File: src/rtl/npc_pkg.sv
package npc_pkg;

  localparam int PC_W     = 32;
  localparam int INSTR_W  = 32;
  localparam int IMM_W    = 16;
  localparam int JIDX_W   = 26;
  localparam int ALIGN_W  = 2;
  localparam int REGION_W = PC_W - JIDX_W - ALIGN_W;
  localparam int EXT_W    = PC_W - ALIGN_W - IMM_W;

  typedef logic [PC_W-1:0]   pc_t;
  typedef logic [IMM_W-1:0]  imm_t;
  typedef logic [JIDX_W-1:0] jidx_t;

  localparam pc_t STEP = pc_t'(1) << ALIGN_W;

  typedef enum logic [1:0] {
    SRC_SEQ    = 2'd0,
    SRC_BRANCH = 2'd1,
    SRC_JUMP   = 2'd2
  } src_e;

  // Sequential address: one instruction word further on.
  function automatic pc_t seq_addr(pc_t pc);
    return pc + STEP;
  endfunction

  // Sign-extended word displacement added to the sequential address.
  function automatic pc_t branch_addr(pc_t seq, imm_t imm);
    pc_t offset;
    offset = {{EXT_W{imm[IMM_W-1]}}, imm, {ALIGN_W{1'b0}}};
    return seq + offset;
  endfunction

  // Region bits of the sequential address joined to the word index.
  function automatic pc_t jump_addr(pc_t seq, jidx_t idx);
    return {seq[PC_W-1 -: REGION_W], idx, {ALIGN_W{1'b0}}};
  endfunction

  // Jump first, then a taken branch, otherwise fall through.
  function automatic src_e pick_src(logic jmp, logic br, logic taken);
    if (jmp)             return SRC_JUMP;
    else if (br && taken) return SRC_BRANCH;
    else                 return SRC_SEQ;
  endfunction

endpackage

File: src/rtl/npc_seq_adder.sv
module npc_seq_adder
  import npc_pkg::*;
(
  input  pc_t pc_i,
  output pc_t seq_o
);
  assign seq_o = seq_addr(pc_i);
endmodule

File: src/rtl/npc_branch_target.sv
module npc_branch_target
  import npc_pkg::*;
(
  input  pc_t  seq_i,
  input  imm_t imm_i,
  output pc_t  tgt_o
);
  assign tgt_o = branch_addr(seq_i, imm_i);
endmodule

File: src/rtl/npc_jump_target.sv
module npc_jump_target
  import npc_pkg::*;
(
  input  pc_t   seq_i,
  input  jidx_t idx_i,
  output pc_t   tgt_o
);
  assign tgt_o = jump_addr(seq_i, idx_i);
endmodule

File: src/rtl/npc_src_mux.sv
module npc_src_mux
  import npc_pkg::*;
(
  input  logic is_jump_i,
  input  logic is_branch_i,
  input  logic br_taken_i,
  input  pc_t  seq_i,
  input  pc_t  br_i,
  input  pc_t  jmp_i,
  output src_e src_o,
  output pc_t  next_o
);
  always_comb begin
    src_o = pick_src(is_jump_i, is_branch_i, br_taken_i);
    unique case (src_o)
      SRC_JUMP:   next_o = jmp_i;
      SRC_BRANCH: next_o = br_i;
      default:    next_o = seq_i;
    endcase
  end
endmodule

File: src/rtl/npc_gen.sv
module npc_gen
  import npc_pkg::*;
#(
  parameter pc_t RESET_PC = 32'h0040_0000
) (
  input  logic               clk,
  input  logic               rst_n,
  input  logic               stall,
  input  logic [INSTR_W-1:0] instr,
  input  logic               is_branch,
  input  logic               is_jump,
  input  logic               br_taken,
  output logic [PC_W-1:0]    pc_q,
  output logic [PC_W-1:0]    next_pc
);

  // Named internal events, visible to the bound checker.
  pc_t  seq_pc;
  pc_t  br_pc;
  pc_t  jmp_pc;
  src_e src;

  imm_t  imm_field;
  jidx_t idx_field;
  logic  unused_opcode;

  assign imm_field     = instr[IMM_W-1:0];
  assign idx_field     = instr[JIDX_W-1:0];
  assign unused_opcode = ^instr[INSTR_W-1:JIDX_W];

  npc_seq_adder u_seq (
    .pc_i  (pc_q),
    .seq_o (seq_pc)
  );

  npc_branch_target u_br (
    .seq_i (seq_pc),
    .imm_i (imm_field),
    .tgt_o (br_pc)
  );

  npc_jump_target u_jmp (
    .seq_i (seq_pc),
    .idx_i (idx_field),
    .tgt_o (jmp_pc)
  );

  npc_src_mux u_mux (
    .is_jump_i   (is_jump),
    .is_branch_i (is_branch),
    .br_taken_i  (br_taken),
    .seq_i       (seq_pc),
    .br_i        (br_pc),
    .jmp_i       (jmp_pc),
    .src_o       (src),
    .next_o      (next_pc)
  );

  always_ff @(posedge clk or negedge rst_n) begin
    if (!rst_n)      pc_q <= RESET_PC;
    else if (!stall) pc_q <= next_pc;
  end

endmodule

File: config.mk
export PLATFORM = sky130hd
export DESIGN_NAME = npc_gen
export DESIGN_NICKNAME = d
export VERILOG_FILES = /design/src/rtl/npc_pkg.sv /design/src/rtl/npc_seq_adder.sv /design/src/rtl/npc_branch_target.sv /design/src/rtl/npc_jump_target.sv /design/src/rtl/npc_src_mux.sv /design/src/rtl/npc_gen.sv
export SDC_FILE = /design/constraint.sdc
export NUM_CORES = 1
export LEC_CHECK = 0
export BUFFER_PORTS_ARGS = -buffer_cell sky130_fd_sc_hd__buf_4
export CAP_MARGIN = 20
export CELL_PAD_IN_SITES_DETAIL_PLACEMENT = 0
export CELL_PAD_IN_SITES_GLOBAL_PLACEMENT = 1
export CORE_MARGIN = 2
export CORE_UTILIZATION = 39
export CTS_CLUSTER_DIAMETER = 150
export DETAILED_ROUTE_END_ITERATION = 12
export PLACE_DENSITY_LB_ADDON = 0.1
export SLEW_MARGIN = 20
export SYNTH_ARGS = -nofsm -noshare
export SYNTH_HDL_FRONTEND = slang
export SYNTH_SLANG_ARGS = --single-unit
File: constraint.sdc
create_clock -name clk -period 8.7 [get_ports clk]
set_clock_uncertainty 0.05 [all_clocks]
set_input_delay 0.87 -clock clk [delete_from_list [all_inputs] [get_ports clk]]
set_output_delay 0.87 -clock clk [all_outputs]
set_load 0.05 [all_outputs]
==> results.py, run 1 <==
metrics = {
    "hold_path": {
        "worstHoldPathType": "in -> async",
    },
    "detailed_routing": {
        "drt_pass1_iterations": 4,
        "ant_nets": 0,
        "drt-vias-per-instance": 5.457,
        "drc": 0,
        "post_drt_wl_per_cell_um": 16.93,
        "via_count": 3918,
        "wirelength_um": 12150,
        "drt-initial-drc-count": 130,
    },
    "setup_path": {
        "required_ps": 7780,
        "timing_worst_setup_path_type": "reg -> out",
        "cp_data_arrival_time_ps": 4450,
        "cp_max_fo": 8,
        "start_kind": "flip-flop",
        "endpoint_kind": "output port",
    },
    "cts": {
        "clk_pin_slew_ps": 80,
        "cts_buffers": 5,
        "cts_resized": 0,
        "clock_sinks": 32,
        "htree_levels": 2,
        "root_buffer": "clkbuf_8",
        "cts_setup_buffers": 0,
        "cts_buffer_depth": 2,
        "hold_buffers": 0,
        "insertion_delay_ps": 300,
        "tritoncts": "built",
    },
    "yosys": {
        "netlist_area_um2": 3976,
        "synthCells": 499,
        "synth_edf_count": 0,
        "ys.warnings.count": 0,
        "ys_types": 62,
        "syn-num-nets": 573,
        "synth_ff_type": "dfrtp_1",
        "ys_seq_area_frac": 0.2017,
        "syn-mean-instance-area_um2": 7.969,
        "ys_ff_latch": 32,
        "async_flop_share": 1.000,
    },
    "layout": {
        "area_delta_synth_final_pct": 23.10,
        "antenna_cells": 0,
        "layoutNonFillerInstCount": 718,
        "largest_reg_flops": 32,
        "layout_common_cells": "buf_4, nand2_1, nor2_1",
        "drive_above_1_share": 0.2598,
        "layout_commonest_cell": "buf_4",
        "fin_nets": 658,
        "reg_top3": "pc_q x32",
        "largest_register": "pc_q",
    },
    "run": {
        "maxCapViolCount": 0,
    },
    "timing": {
        "fin_setup_tns_ps": 0,
        "worst_pin_slew_ps": 911.8,
        "rsz0062_at_grt": "false",
        "min_period_ps": 5368,
        "finalHoldViolCount": 0,
        "max_freq_mhz": 186.3,
        "relSlewSlack": 0.3921,
        "slew_violations": 0,
        "holdWs_ps": 469.5,
        "finalCritPeriodShare": 0.6170,
        "setup_viol": 0,
    },
    "floorplan": {
        "start_util": 0.4049,
        "die_x_um": 105.0,
        "die_area_um2": 11020,
        "io_pins": 102,
        "row_count": 36,
        "core_um2": 9819,
        "die_h_um": 105.0,
    },
    "power": {
        "ir_worst_vdd_mv": 0.1095,
        "p_per_area_nw_per_um2": 253.3,
        "p_leak_nw": 2.217,
    },
    "global_routing": {
        "grt_pass1_wl_um": 19860,
        "grt_max_degree": 40,
        "antenna_found_initial": 0,
        "overflow": 0,
        "grt_usage": 0.2221,
        "grt_pass1_vias": 3875,
    },
    "placement": {
        "gp_congestion": 0.9184,
        "portBuffers": 95,
        "dp_cells": 710,
        "dp_hpwl_um": 9330,
    },
    "run_status": {
        "status": "complete, no violations",
    },
}
==> worst paths after layout <==
path | endpoint | startpoint | depth (start not counted) | slack [ps]
worst min-delay path | pc_q[31] | rst_n | 1 | 470
worst max register to register | pc_q[31] | pc_q[2] | 16 | 4440
worst min register to register | pc_q[1] | pc_q[1] | 1 | 470
min in group clk | pc_q[1] | pc_q[1] | 1 | 470
worst max-delay path | next_pc[31] | pc_q[2] | 16 | 3330
max in group asynchronous | pc_q[22] | rst_n | 1 | 7780
==> report_power, final <==
| group | switching (mW) | internal [mW] | leakage [nW] |
|---|---|---|---|
| sequential | 0.0551 | 0.182 | 0.371 |
| clock | 0.0661 | 0.0633 | 0.0510 |
| combinational | 0.555 | 0.318 | 1.80 |
==> final cells by class <==
type / instances / area (um^2)
timing repair buffer: 98 / 735.7
inverter: 13 / 48.80
fill: 1004 / 4925
clock buffer: 6 / 82.58
sequential: 32 / 802.0
clock inverter: 2 / 10.01
multi-input combinational: 434 / 3049
tap: 133 / 166.4
==> kinds of logic (layout without fill, tap and decap cells) <==
group	after synthesis	after routing	share of synthesized area
and+or+nand+nor	185	185	0.2288
xor gates and xnor gates	52	52	0.1145
AOI/OAI and AO/OA	135	135	0.2354
DFF	32	32	0.2017
adders and majority gates	36	36	0.1152
muxes	26	26	0.07300
buffers and inverters	33	119	0.03147
==> layer usage <==
layer | part of all wire | up-vias | track usage
li1 | - | 1975 | -
met1 | 0.49 | 1829 | 0.3090
met2 | 0.46 | 103 | 0.3743
met3 | 0.041 | 11 | 0.02371
met4 | 0.0087 | 0 | 0.04000
met5 | 0 | - | 0
==> critical path, cell delays in order, from the launching register on <==
cell	delay, ps
dfrtp_1	520
ha_1	280
and4_1	350
nand2_1	140
nor3_2	270
and4_1	370
nand2_1	100
xnor2_1	250
ha_1	310
a21o_1	190
a21o_1	190
a21o_1	190
a21oi_1	160
nand2_1	80
a211o_1	280
xnor2_1	230
buf_4	240
==> synth_stat cells (2+ instances only) <==
cell      count  area [um^2]
a31oi_1      15        93.84
nand2_1      73        274.0
nor2_1       44        165.2
a21oi_1      38        190.2
and3_1        9        56.30
mux2i_1       2        20.02
xor2_1       18        157.7
a21o_1       15        112.6
o31ai_2       3        37.54
and2_1        6        37.54
ha_1         35        437.9
nand3_1      15        75.07
nor3_1        3        15.01
o31ai_1       6        45.04
o21bai_1      2        15.01
a211oi_1      2        15.01
o211ai_1      5        37.54
nand4_1       7        43.79
nor3_2        2        20.02
o22ai_1       3        18.77
or3_1         3        18.77
a21oi_2       2        17.52
xnor2_1      34        297.8
buf_1         3        11.26
dfrtp_1      31        775.7
mux2_2       24        270.3
nor2b_1       8        50.05
inv_1        13        48.80
o21a_1       11        82.58
o221ai_1      2        17.52
o21ai_0      16        80.08
clkbuf_1     16        60.06
and4_1        4        35.03
==> through the flow <==
stage | setup slack (ps) | power (mW) | area (um^2) | utilization
finish | 3332 | 1.240 | 4895 | 0.4985
detailed placement | 3699 | 1.111 | 4802 | 0.4890
CTS | 3358 | 1.250 | 4895 | 0.4985
global placement | 3696 | 1.100 | 4802 | 0.4890
global route | 3001 | 1.331 | 4895 | 0.4985
floorplan | 3308 | 0.8868 | 3976 | -
(Power assumes the default switching activity.)
==> run 2, diff against run 1 <==
--- a/config.mk
+++ b/config.mk
@@ -10,7 +10,7 @@
 export CELL_PAD_IN_SITES_DETAIL_PLACEMENT = 0
 export CELL_PAD_IN_SITES_GLOBAL_PLACEMENT = 1
 export CORE_MARGIN = 2
-export CORE_UTILIZATION = 39
+export CORE_UTILIZATION = 36
 export CTS_CLUSTER_DIAMETER = 150
 export DETAILED_ROUTE_END_ITERATION = 12
 export PLACE_DENSITY_LB_ADDON = 0.1
==> constraint.sdc (replaced) <==
create_clock -name clk -period 4.37 [get_ports clk]
set_clock_uncertainty 0.05 [all_clocks]
set_input_delay 0.437 -clock clk [delete_from_list [all_inputs] [get_ports clk]]
set_output_delay 0.437 -clock clk [all_outputs]
set_load 0.05 [all_outputs]
==> results.py, run 2 (synthesis results as in run 1) <==
metrics = {
    "run_status": {
        "status": "complete, no violations",
    },
    "floorplan": {
        "die_area_um2": 11900,
        "row_count": 38,
        "die_h_um": 109.1,
        "core_um2": 10790,
        "die_x_um": 109.1,
        "io_pins": 102,
        "start_util": 0.3684,
    },
    "cts": {
        "clk_pin_slew_ps": 80,
        "root_buffer": "clkbuf_8",
        "hold_buffers": 0,
        "insertion_delay_ps": 300,
        "cts_buffers": 5,
        "cts_buffer_depth": 2,
        "clock_sinks": 32,
        "tritoncts": "built",
        "htree_levels": 2,
    },
    "layout": {
        "largest_reg_flops": 32,
        "layout_common_cells": "buf_4, nand2_1, nor2_1",
        "layout_commonest_cell": "buf_4",
        "reg_top3": "pc_q x32",
        "fillers": 1080,
        "antenna_cells": 0,
        "layoutNonFillerInstCount": 756,
        "multi_input_area_um2": 3379,
        "regArea_um2": 804.5,
        "fin_nets": 689,
        "area_delta_synth_final_pct": 37.63,
        "largest_register": "pc_q",
        "final_area_um2": 5473,
        "drive_above_1_share": 0.3864,
        "final_core_util": 0.5071,
    },
    "global_routing": {
        "antenna_found_initial": 0,
        "grt_pass1_vias": 3909,
        "grt_max_degree": 40,
        "grt_pass1_wl_um": 20040,
        "overflow": 0,
        "grt_usage": 0.2183,
    },
    "detailed_routing": {
        "drt-initial-drc-count": 186,
        "ant_nets": 0,
        "wirelength_um": 12970,
        "post_drt_wl_per_cell_um": 17.15,
        "drt_pass1_iterations": 4,
        "drt-vias-per-instance": 5.433,
        "drc": 0,
        "via_count": 4107,
    },
    "setup_path": {
        "start_kind": "flip-flop",
        "cp_data_arrival_time_ps": 3750,
        "cp_max_fo": 4,
        "timing_worst_setup_path_type": "reg -> out",
        "required_ps": 3880,
        "worstRegToRegCells": 16,
        "endpoint_kind": "output port",
    },
    "timing": {
        "worst_pin_slew_ps": 655.0,
        "holdWs_ps": 43.87,
        "fin_setup_tns_ps": 0,
        "rsz0062_at_grt": "true",
        "slew_violations": 0,
        "finalHoldViolCount": 0,
        "finalCritPeriodShare": 0.9685,
        "max_freq_mhz": 236.3,
        "setup_viol": 0,
        "relSlewSlack": 0.5628,
        "min_period_ps": 4232,
    },
    "placement": {
        "dp_cells": 735,
        "placed_area_um2": 4999,
        "dp_hpwl_um": 9538,
        "portBuffers": 95,
        "gp_congestion": 0.9287,
    },
    "hold_path": {
        "worstHoldPathType": "in -> async",
    },
    "power": {
        "seq_power_share": 0.170,
        "p_comb_frac": 0.739,
        "switching_share": 0.5286,
        "p_per_area_nw_per_um2": 490.9,
        "intPower_mw": 1.267,
        "p_clk_frac": 0.091,
        "p_leak_nw": 2.466,
        "ir_worst_vdd_mv": 0.2912,
        "p_sw_mw": 1.420,
    },
    "run": {
        "maxCapViolCount": 0,
    },
}
run 2: changes by cell type in the layout (fill, tap and decap cells not counted), moves of 5 or more:
cell,before,now
xnor2_2,0,8
ha_4,0,5
ha_2,0,5
ha_1,35,25
a21oi_2,2,11
a21oi_1,38,29
o21ai_0,16,10
buf_4,98,125
xnor2_1,34,25
run 2: repair_timing:
action                                 in CTS  in global routing
endpoints found under the hold margin       0                  0
pin swaps                                   4                 17
setup buffers                               1                 12
resized for setup                          19                 48
setup endpoints to repair                   8                 13
run 2: worst paths after layout:
| check | slack, ps | startpoint | endpoint |
|---|---|---|---|
| min in group clk | 410 | stall | pc_q[26] |
| worst min-delay path | 40 | rst_n | pc_q[4] |
| worst max register to register | 700 | pc_q[3] | pc_q[31] |
| worst max-delay path | 140 | pc_q[3] | next_pc[31] |
| worst min register to register | 470 | pc_q[0] | pc_q[0] |
| max in group asynchronous | 3870 | rst_n | pc_q[13] |
run 2: critical path: stages, from the launching register on:
cell and delay (ps):
dfrtp_1 400, ha_4 160, and4_4 270, nand2_2 90, nor3_4 170, and4_4 270, nand2_1 90, xnor2_2 150
ha_1 300, a21o_1 190, a21o_1 190, a21o_1 200, a21oi_1 150, nand2_1 90, a211o_4 360, xnor2_4 170
buf_6 180
run 2: power by group through the flow:
stage / logic, mW / clock network, mW / registers (mW)
6_report: 1.99 / 0.244 / 0.457
5_1_grt: 2.14 / 0.269 / 0.469
4_1_cts: 1.86 / 0.256 / 0.448
3_5_place_dp: 1.83 / 0 / 0.452
3_3_place_gp: 1.82 / 0 / 0.449
2_1_floorplan: 1.11 / 0 / 0.685
run 2: layout make-up:
cell class / instances / area share
Clock buffer: 7 / 0.01395
Sequential cell: 32 / 0.1470
Timing Repair Buffer: 129 / 0.1797
Clock inverter: 1 / 0.0009145
Multi-Input combinational cell: 434 / 0.6175
Inverter: 13 / 0.008916
Tap cell: 140 / 0.03201
run 2: stage by stage:
stage	power, mW	setup WS, ps
2_1_floorplan	1.792	-210.6
3_3_place_gp	2.273	187.0
3_5_place_dp	2.280	186.4
4_1_cts	2.565	-0.2771
5_1_grt	2.877	-129.4
6_report	2.687	137.8
run 2: metal layers:
layer	up-vias	track usage	wire length, um
met5	-	0	0
met4	0	0.05128	172
met3	16	0.03288	762
met2	103	0.3403	5721
met1	1949	0.3155	6310
li1	2039	-	-
